===== src/rtl/acc_cpu_pkg.sv =====
package acc_cpu_pkg;
    localparam int WORD_W = 16;
    localparam int ADDR_W = 12;
    localparam int OPC_W  = 4;
    localparam int CODE_W = 8;
    localparam int VEC_W  = 4;
    localparam int SUB_W  = 3;

    typedef enum logic [OPC_W-1:0] {
        OPC_HALT  = 4'h0, OPC_ADD  = 4'h1, OPC_XOR  = 4'h2, OPC_AND  = 4'h3,
        OPC_OR    = 4'h4, OPC_INV  = 4'h5, OPC_LOAD = 4'h6, OPC_STORE = 4'h7,
        OPC_CALL  = 4'h8, OPC_JNEG = 4'h9, OPC_JUMP = 4'hA, OPC_JIND = 4'hB,
        OPC_TRAP  = 4'hC, OPC_ROTL = 4'hD, OPC_KEYIN = 4'hE, OPC_IDLE = 4'hF
    } opcode_e;

    typedef enum logic [SUB_W-1:0] {T0, T1, T2, T3, T4, T5, T6, T7} sub_e;
    typedef enum logic {PH_FETCH, PH_EXEC} phase_e;
    typedef enum logic [1:0] {ALU_ADD, ALU_XOR, ALU_AND, ALU_OR} alu_op_e;
endpackage


===== src/rtl/acc_cpu_subcycle.sv =====
module acc_cpu_subcycle
    import acc_cpu_pkg::*;
(
    input  logic   clk,
    input  logic   rst,
    input  logic   hold,
    output phase_e phase,
    output sub_e   sub
);
    phase_e phase_q, phase_d;
    sub_e   sub_q, sub_d;

    always_ff @(posedge clk) begin
        if (rst) begin
            phase_q <= PH_FETCH;
            sub_q   <= T0;
        end else begin
            phase_q <= phase_d;
            sub_q   <= sub_d;
        end
    end

    always_comb begin
        phase_d = phase_q;
        sub_d   = sub_q;
        if (!hold) begin
            unique case (sub_q)
                T7: begin
                    sub_d   = T0;
                    phase_d = (phase_q == PH_FETCH) ? PH_EXEC : PH_FETCH;
                end
                default: sub_d = sub_e'(sub_q + 3'd1);
            endcase
        end
    end

    assign phase = phase_q;
    assign sub   = sub_q;

    // wrap from T7 toggles the phase
    p_wrap_toggles_r2: assert property (@(posedge clk) disable iff (rst)
        (sub_q == T7 && !hold) |=> (sub_q == T0 && phase_q != $past(phase_q)));

    // a held sequencer does not move
    p_hold_frozen_r9: assert property (@(posedge clk) disable iff (rst)
        hold |=> ($stable(sub_q) && $stable(phase_q)));
endmodule


===== src/rtl/acc_cpu_alu.sv =====
module acc_cpu_alu
    import acc_cpu_pkg::*;
#(
    parameter int W = WORD_W
) (
    input  logic [W-1:0] a,
    input  logic [W-1:0] b,
    input  alu_op_e      op,
    output logic [W-1:0] y
);
    always_comb begin
        unique case (op)
            ALU_ADD: y = a + b;
            ALU_XOR: y = a ^ b;
            ALU_AND: y = a & b;
            ALU_OR:  y = a | b;
            default: y = a + b;
        endcase
    end
endmodule


===== src/rtl/acc_cpu.sv =====
module acc_cpu
    import acc_cpu_pkg::*;
(
    input  logic              clk,
    input  logic              rst,
    output logic [ADDR_W-1:0] mem_addr,
    output logic [WORD_W-1:0] mem_wdata,
    input  logic [WORD_W-1:0] mem_rdata,
    output logic              mem_rd,
    output logic              mem_wr,
    input  logic [WORD_W-1:0] kbd_data,
    input  logic              kbd_valid,
    output logic              halted,
    output logic [CODE_W-1:0] trap_code
);
    localparam logic [WORD_W-1:0] ONE = WORD_W'(1);

    phase_e phase;
    sub_e   sub;
    logic   hold;

    logic [ADDR_W-1:0] pc_q, mar_q;
    logic [WORD_W-1:0] mbr_q, ir_q, g_q, x_q, y_q;
    logic              halted_q;
    logic [CODE_W-1:0] code_q;

    logic [WORD_W-1:0] bus, alu_y;
    alu_op_e           alu_sel;
    logic ld_mar, ld_x, ld_y, ld_pc, ld_ir, ld_mbr, ld_g, ld_code, set_halt, rd, wr;

    opcode_e           opc;
    logic [ADDR_W-1:0] oper;
    logic              is_rd, is_wr, is_alu;

    assign opc    = opcode_e'(ir_q[WORD_W-1 -: OPC_W]);
    assign oper   = ir_q[ADDR_W-1:0];
    assign is_alu = opc inside {OPC_ADD, OPC_XOR, OPC_AND, OPC_OR};
    assign is_rd  = is_alu || opc == OPC_LOAD || opc == OPC_JIND;
    assign is_wr  = opc inside {OPC_STORE, OPC_CALL, OPC_TRAP};

    assign hold = halted_q ||
                  (phase == PH_EXEC && sub == T5 &&
                   (opc == OPC_HALT || (opc == OPC_KEYIN && !kbd_valid)));

    acc_cpu_subcycle u_seq (
        .clk   (clk),
        .rst   (rst),
        .hold  (hold),
        .phase (phase),
        .sub   (sub)
    );

    acc_cpu_alu #(.W(WORD_W)) u_alu (
        .a  (x_q),
        .b  (y_q),
        .op (alu_sel),
        .y  (alu_y)
    );

    // Output process: one bus transfer per subcycle
    always_comb begin
        bus = '0;
        alu_sel = ALU_ADD;
        {ld_mar, ld_x, ld_y, ld_pc, ld_ir, ld_mbr, ld_g, ld_code, set_halt, rd, wr} = '0;
        if (phase == PH_FETCH) begin
            unique case (sub)
                T0: begin bus = WORD_W'(pc_q); ld_mar = 1'b1; ld_x = 1'b1; end
                T1: begin bus = ONE; ld_y = 1'b1; rd = 1'b1; end
                T2: begin bus = mem_rdata; ld_mbr = 1'b1; end
                T3: begin bus = alu_y; ld_pc = 1'b1; end
                T5: begin bus = mbr_q; ld_ir = 1'b1; end
                default: ;
            endcase
        end else begin
            unique case (sub)
                T0: begin
                    if (is_rd || opc == OPC_STORE || opc == OPC_CALL) begin
                        bus = WORD_W'(oper); ld_mar = 1'b1;
                    end else if (opc == OPC_TRAP) begin
                        bus = '0; ld_mar = 1'b1;
                    end
                end
                T1: begin
                    if (is_rd) rd = 1'b1;
                    else if (opc == OPC_STORE) begin bus = g_q; ld_mbr = 1'b1; end
                    else if (opc == OPC_CALL || opc == OPC_TRAP) begin
                        bus = WORD_W'(pc_q); ld_mbr = 1'b1;
                    end
                end
                T2: begin
                    if (is_rd) begin bus = mem_rdata; ld_mbr = 1'b1; end
                    else if (is_wr) wr = 1'b1;
                end
                T3: begin
                    if (is_alu) begin bus = g_q; ld_x = 1'b1; end
                    else if (opc == OPC_CALL) begin bus = WORD_W'(oper); ld_x = 1'b1; end
                end
                T4: begin
                    if (is_alu) begin bus = mbr_q; ld_y = 1'b1; end
                    else if (opc == OPC_CALL) begin bus = ONE; ld_y = 1'b1; end
                end
                T5: begin
                    unique case (opc)
                        OPC_ADD:   begin alu_sel = ALU_ADD; bus = alu_y; ld_g = 1'b1; end
                        OPC_XOR:   begin alu_sel = ALU_XOR; bus = alu_y; ld_g = 1'b1; end
                        OPC_AND:   begin alu_sel = ALU_AND; bus = alu_y; ld_g = 1'b1; end
                        OPC_OR:    begin alu_sel = ALU_OR;  bus = alu_y; ld_g = 1'b1; end
                        OPC_LOAD:  begin bus = mbr_q; ld_g = 1'b1; end
                        OPC_INV:   begin bus = ~g_q; ld_g = 1'b1; end
                        OPC_ROTL:  begin bus = {g_q[WORD_W-2:0], g_q[WORD_W-1]}; ld_g = 1'b1; end
                        OPC_KEYIN: begin bus = kbd_data; ld_g = kbd_valid; end
                        OPC_JUMP:  begin bus = WORD_W'(oper); ld_pc = 1'b1; end
                        OPC_JNEG:  begin bus = WORD_W'(oper); ld_pc = g_q[WORD_W-1]; end
                        OPC_JIND:  begin bus = mbr_q; ld_pc = 1'b1; end
                        OPC_CALL:  begin bus = alu_y; ld_pc = 1'b1; end
                        OPC_TRAP:  begin
                            bus = WORD_W'(ir_q[VEC_W-1:0]); ld_pc = 1'b1; ld_code = 1'b1;
                        end
                        OPC_HALT:  set_halt = 1'b1;
                        default: ;
                    endcase
                end
                default: ;
            endcase
        end
    end

    always_ff @(posedge clk) begin
        if (rst) begin
            pc_q <= '0; mar_q <= '0; mbr_q <= '0; ir_q <= '0;
            g_q <= '0; x_q <= '0; y_q <= '0; halted_q <= 1'b0; code_q <= '0;
        end else begin
            if (ld_mar)   mar_q    <= bus[ADDR_W-1:0];
            if (ld_x)     x_q      <= bus;
            if (ld_y)     y_q      <= bus;
            if (ld_pc)    pc_q     <= bus[ADDR_W-1:0];
            if (ld_ir)    ir_q     <= bus;
            if (ld_mbr)   mbr_q    <= bus;
            if (ld_g)     g_q      <= bus;
            if (ld_code)  code_q   <= ir_q[ADDR_W-1 -: CODE_W];
            if (set_halt) halted_q <= 1'b1;
        end
    end

    assign mem_addr  = mar_q;
    assign mem_wdata = mbr_q;
    assign mem_rd    = rd && !halted_q;
    assign mem_wr    = wr && !halted_q;
    assign halted    = halted_q;
    assign trap_code = code_q;

    // strobes exclusive
    p_strobe_excl_r11: assert property (@(posedge clk) disable iff (rst)
        !(mem_rd && mem_wr));

    // fetch reads only in T1, at the instruction address
    p_fetch_read_r2: assert property (@(posedge clk) disable iff (rst)
        (phase == PH_FETCH && mem_rd) |-> (sub == T1 && mem_addr == pc_q));

    // PC steps by one after fetch T3
    p_pc_step_r2: assert property (@(posedge clk) disable iff (rst)
        (phase == PH_FETCH && sub == T3) |=> (pc_q == ADDR_W'($past(pc_q) + 1'b1)));

    // halt is sticky and silences memory
    p_halt_sticky_r9: assert property (@(posedge clk) disable iff (rst)
        halted_q |=> (halted_q && !mem_rd && !mem_wr));

    // untaken negative jump leaves PC alone
    p_jneg_untaken_r5: assert property (@(posedge clk) disable iff (rst)
        (phase == PH_EXEC && sub == T5 && opc == OPC_JNEG && !g_q[WORD_W-1])
        |=> $stable(pc_q));

    // trap exposes its code field
    p_trap_code_r7: assert property (@(posedge clk) disable iff (rst)
        (phase == PH_EXEC && sub == T5 && opc == OPC_TRAP)
        |=> (trap_code == $past(ir_q[ADDR_W-1 -: CODE_W])));
endmodule


===== config.mk =====
export PLATFORM = sky130hd
export DESIGN_NAME = acc_cpu
export DESIGN_NICKNAME = d
export VERILOG_FILES = /design/src/rtl/acc_cpu_pkg.sv /design/src/rtl/acc_cpu_subcycle.sv /design/src/rtl/acc_cpu_alu.sv /design/src/rtl/acc_cpu.sv
export SDC_FILE = /design/constraint.sdc
export NUM_CORES = 1
export LEC_CHECK = 0
export BUFFER_PORTS_ARGS = -buffer_cell sky130_fd_sc_hd__buf_2
export CORE_MARGIN = 4
export CORE_UTILIZATION = 60
export DETAILED_ROUTE_END_ITERATION = 8
export GPL_TIMING_DRIVEN = 0
export HOLD_SLACK_MARGIN = 0.05
export PLACE_DENSITY_LB_ADDON = 0.25
export SYNTH_ARGS = -nofsm -noshare
export SYNTH_HDL_FRONTEND = slang
export SYNTH_SLANG_ARGS = --single-unit

===== constraint.sdc =====
create_clock -name clk -period 3 [get_ports clk]
set_input_delay 0 -clock clk [delete_from_list [all_inputs] [get_ports clk]]
set_output_delay 0 -clock clk [all_outputs]
set_load 0.1 [all_outputs]

==> results.yml <==
timing:
  timing.final.hold_violations: 0
  min_period_ns: 3.11
  rsz0062_at_grt: "true"
  fmax_mhz: 322
  fin_crit_sh_pct: 104
  setup_viol: 26
  setup-tns-final_ns: -0.751
  finClkSkew_ns: 0.00890
  tightest_slew_ns: 0.980
  maxSlewViolCount: 0
  worst_slack_ns: -0.107
  max_slew_margin_pct: 34.7
pwr:
  switchingPower_mw: 2.24
  seqPwrFrac_pct: 32.2
  p_total_mw: 5.56
  p_int_mw: 3.32
  clockPowerShare_pct: 37.2
  switching_share_pct: 40.3
  peakVddDrop_uv: 712
  p_leak_nw: 3.61
  pwr_density_cell_nw_per_um2: 551
  p_comb_share_pct: 30.6
synthesis:
  synth_area_sq_um: 8260
  synth_xor_area_share_pct: 0.834
  yosysWarnings: 0
  yosysSeqAreaShare_pct: 28.4
  synth_area_per_cell_sq_um: 7.83
  syn_inst: 1054
  syn_nets: 1128
  ys.flop_type: "dfxtp_1"
  synth_mux_area_share_pct: 1.82
  synth_edf_count: 0
  synth_seq_cells: 117
  synth_adder_area_share_pct: 6.00
  synth.area.top_cells: "dfxtp_1 28%, nor2_1 6.7%, a211oi_1 5.9%"
  ys_types: 91
  synth_top_family_by_area: "compound AO/OA/AOI/OAI gates"
  yosysTopAreaCell: "dfxtp_1"
  ys_async_sr_fraction_pct: 0
  synth_compound_area_share_pct: 35.8
  yosys.area_share.simple_pct: 20.2
  synth_top_area_share_pct: 28.4
clock_tree:
  clkSinkCount: 117
  cts_tree: "yes"
  numCtsBuffers: 17
  cts-root-buf: "clkbuf_16"
  cts_htree_levels: 4
  clk_path_buf_depth: 2
  clock_latency_ns: 0.43
  cts.clk_slew.worst_paths_ns: 0.06
routing:
  dr.pass1.iters: 9
  routedWlPerCell_um: 28.1
  initialDrtViolationCount: 2039
  wl_um: 37800
  postRouteAntennaNets: 0
  drcViolationCount: 1
  viasPerCell: 7.62
  vias: 10200
floorplan:
  initial_utilization_pct: 61.8
  core-area_sq_um: 13300
  die_w_um: 125
  row_count: 42
  top_level_ports: 74
  fp.dieArea_sq_um: 15700
  die_h_um: 125
setup_path:
  path_buf_inv: 3
  start_kind: "flop"
  cp.required_ns: 3.00
  end_kind: "output pin"
  crit_family: "buffers and inverters"
  critPathMaxStageDelay_ns: 0.48
  crit_path_frequent_cell: "buf_2"
  cpMaxStageDelayCell: "dfxtp_2"
  crit_chain: "ha_1 > nor2b_4 > buf_2 > buf_2 > nor4b_2 > buf_4"
  path_class: "reg -> out"
  critPathArrivalTime_ns: 3.11
  path_max_fanout: 10
place:
  hpwl_um: 26600
  io_buffers: 72
  dp_worst_setup_slack_ns: -0.861
  gp_congestion: 1.13
global_routing:
  antenna_found_initial: 0
  grt_overflow: 0
  grt_usage_pct: 45.3
  first_global_vias: 9252
  grt_pass1_wl_um: 54700
  grt_start_max_net_pins: 17
run_status:
  run_status: "finished, violations left"
  failed_checks: "design-rule violations, negative setup slack"
finish:
  fill_cells: 1055
  seqCellArea_sq_um: 2340
  drive_gt1_share_pct: 22.0
  multi_input_area_sq_um: 5820
  antennaDiodeCount: 0
  area_growth_pct: 22.2
  layout.nets: 1228
flow_run:
  max_cap_violations: 0
worst_hold_path:
  hp-class: "in -> reg"
## layout make-up
cell class	count	share of cell area, %
Clock inverter	15	1.54
Inverter	52	1.93
Tap cell	176	2.18
Timing Repair Buffer	87	5.33
Buffer	72	3.89
Clock buffer	17	4.22
Multi-Input combinational cell	807	57.7
Sequential cell	117	23.2
## final timing paths
path | from | endpoint | slack [ns] | cells after the start
worst max-delay path | u_seq.sub[1] | mem_wr | -0.11 | 6
worst min-delay path | mem_rdata[15] | ir_q[15] | 0.15 | 5
worst max register to register | u_seq.sub[1] | x_q[8] | -0.08 | 8
worst min register to register | trap_code[4] | trap_code[4] | 0.49 | 2
## repair_timing
item	CTS	global route
resized for setup	53	63
pin swaps	6	14
hold buffers	0	0
buffers inserted	7	8
endpoints found under the setup margin	102	96
## worst reg2reg max path, delay by kind of cell, from the launching register on
kind / cells / cell delay (ns)
AOI/OAI and AO/OA: 4 / 0.95
buffers and inverters: 2 / 0.80
DFF: 1 / 0.48
adders and majority gates: 1 / 0.38
and+or+nand+nor: 1 / 0.37
## power groups by stage
stage	sequential, mW	combinational [mW]	clock, mW
after global routing	1.80	1.75	2.12
after detailed placement	1.81	1.47	0
after floorplan	2.09	0.760	0
after CTS	1.78	1.54	2.05
after global placement	1.81	1.45	0
final	1.79	1.70	2.07
## cell usage after synthesis, types with 19 or more instances
master,n
a21oi_1,59
ha_1,38
o22ai_1,20
a211oi_1,65
clkbuf_1,47
dfxtp_1,117
nand3_1,31
o21ai_0,46
buf_2,19
nand2_1,72
a311oi_1,32
nor2_1,147
a22oi_1,29
inv_1,52
## registers in the layout (all words and copies together) (netlist names)
| register | cells |
|---|---|
| g_q | 16 |
| ir_q | 16 |
| mem_wdata | 16 |
| x_q | 16 |
| y_q | 16 |
| mem_addr | 12 |
| pc_q | 12 |
| trap_code | 8 |
| u_seq.sub | 3 |
| halted | 1 |
| u_seq.phase | 1 |
## cells by family (layout without fill, tap and decap cells)
logic type,Yosys count,count (layout)
AOI/OAI and AO/OA,399,399
buffers and inverters,130,243
and+or+nand+nor,347,347
adders and majority gates,39,39
muxes,15,15
DFF,117,117
xor gates and xnor gates,7,7
## routing by layer
layer | wire, um | vias to the layer above | GRT usage, %
met2 | 14700 | 1064 | 62.5
li1 | - | 4195 | -
met4 | 3400 | 2 | 28.6
met5 | 28 | - | 1.86
met3 | 6270 | 317 | 17.4
met1 | 13400 | 4651 | 58.8
## per-stage QoR
step | util [%] | instance area [sq um] | hold WS (ns) | std cells
after global placement | 66.3 | 8850 | 0.469 | 1302
after detailed placement | 66.3 | 8850 | 0.483 | 1302
after floorplan | - | 8270 | 0.331 | 1054
final | 75.6 | 10100 | 0.151 | 1343
after global routing | 75.6 | 10100 | 0.170 | 1343
after CTS | 73.1 | 9750 | 0.0972 | 1340
## layout by cell type (no fill, tap or decap), types with 7 or more instances in the layout
| cell type | count |
|---|---|
| a221oi_1 | 14 |
| clkbuf_2 | 11 |
| a211oi_1 | 60 |
| a22oi_1 | 29 |
| o211ai_1 | 15 |
| nor3_1 | 11 |
| dfxtp_1 | 115 |
| nand2b_1 | 12 |
| nand2_1 | 69 |
| a31oi_1 | 10 |
| inv_1 | 52 |
| a21oi_1 | 52 |
| and3_1 | 8 |
| buf_2 | 86 |
| clkbuf_16 | 17 |
| nor2_1 | 146 |
| a21o_1 | 7 |
| a311oi_1 | 30 |
| nor2b_1 | 9 |
| clkbuf_1 | 27 |
| nand3_1 | 28 |
| ha_1 | 37 |
| mux2i_1 | 15 |
| inv_6 | 8 |
| buf_4 | 20 |
| o21ai_0 | 44 |
| a21oi_2 | 8 |
| o22ai_1 | 17 |
Note: power is estimated with default switching activity, not from simulation.
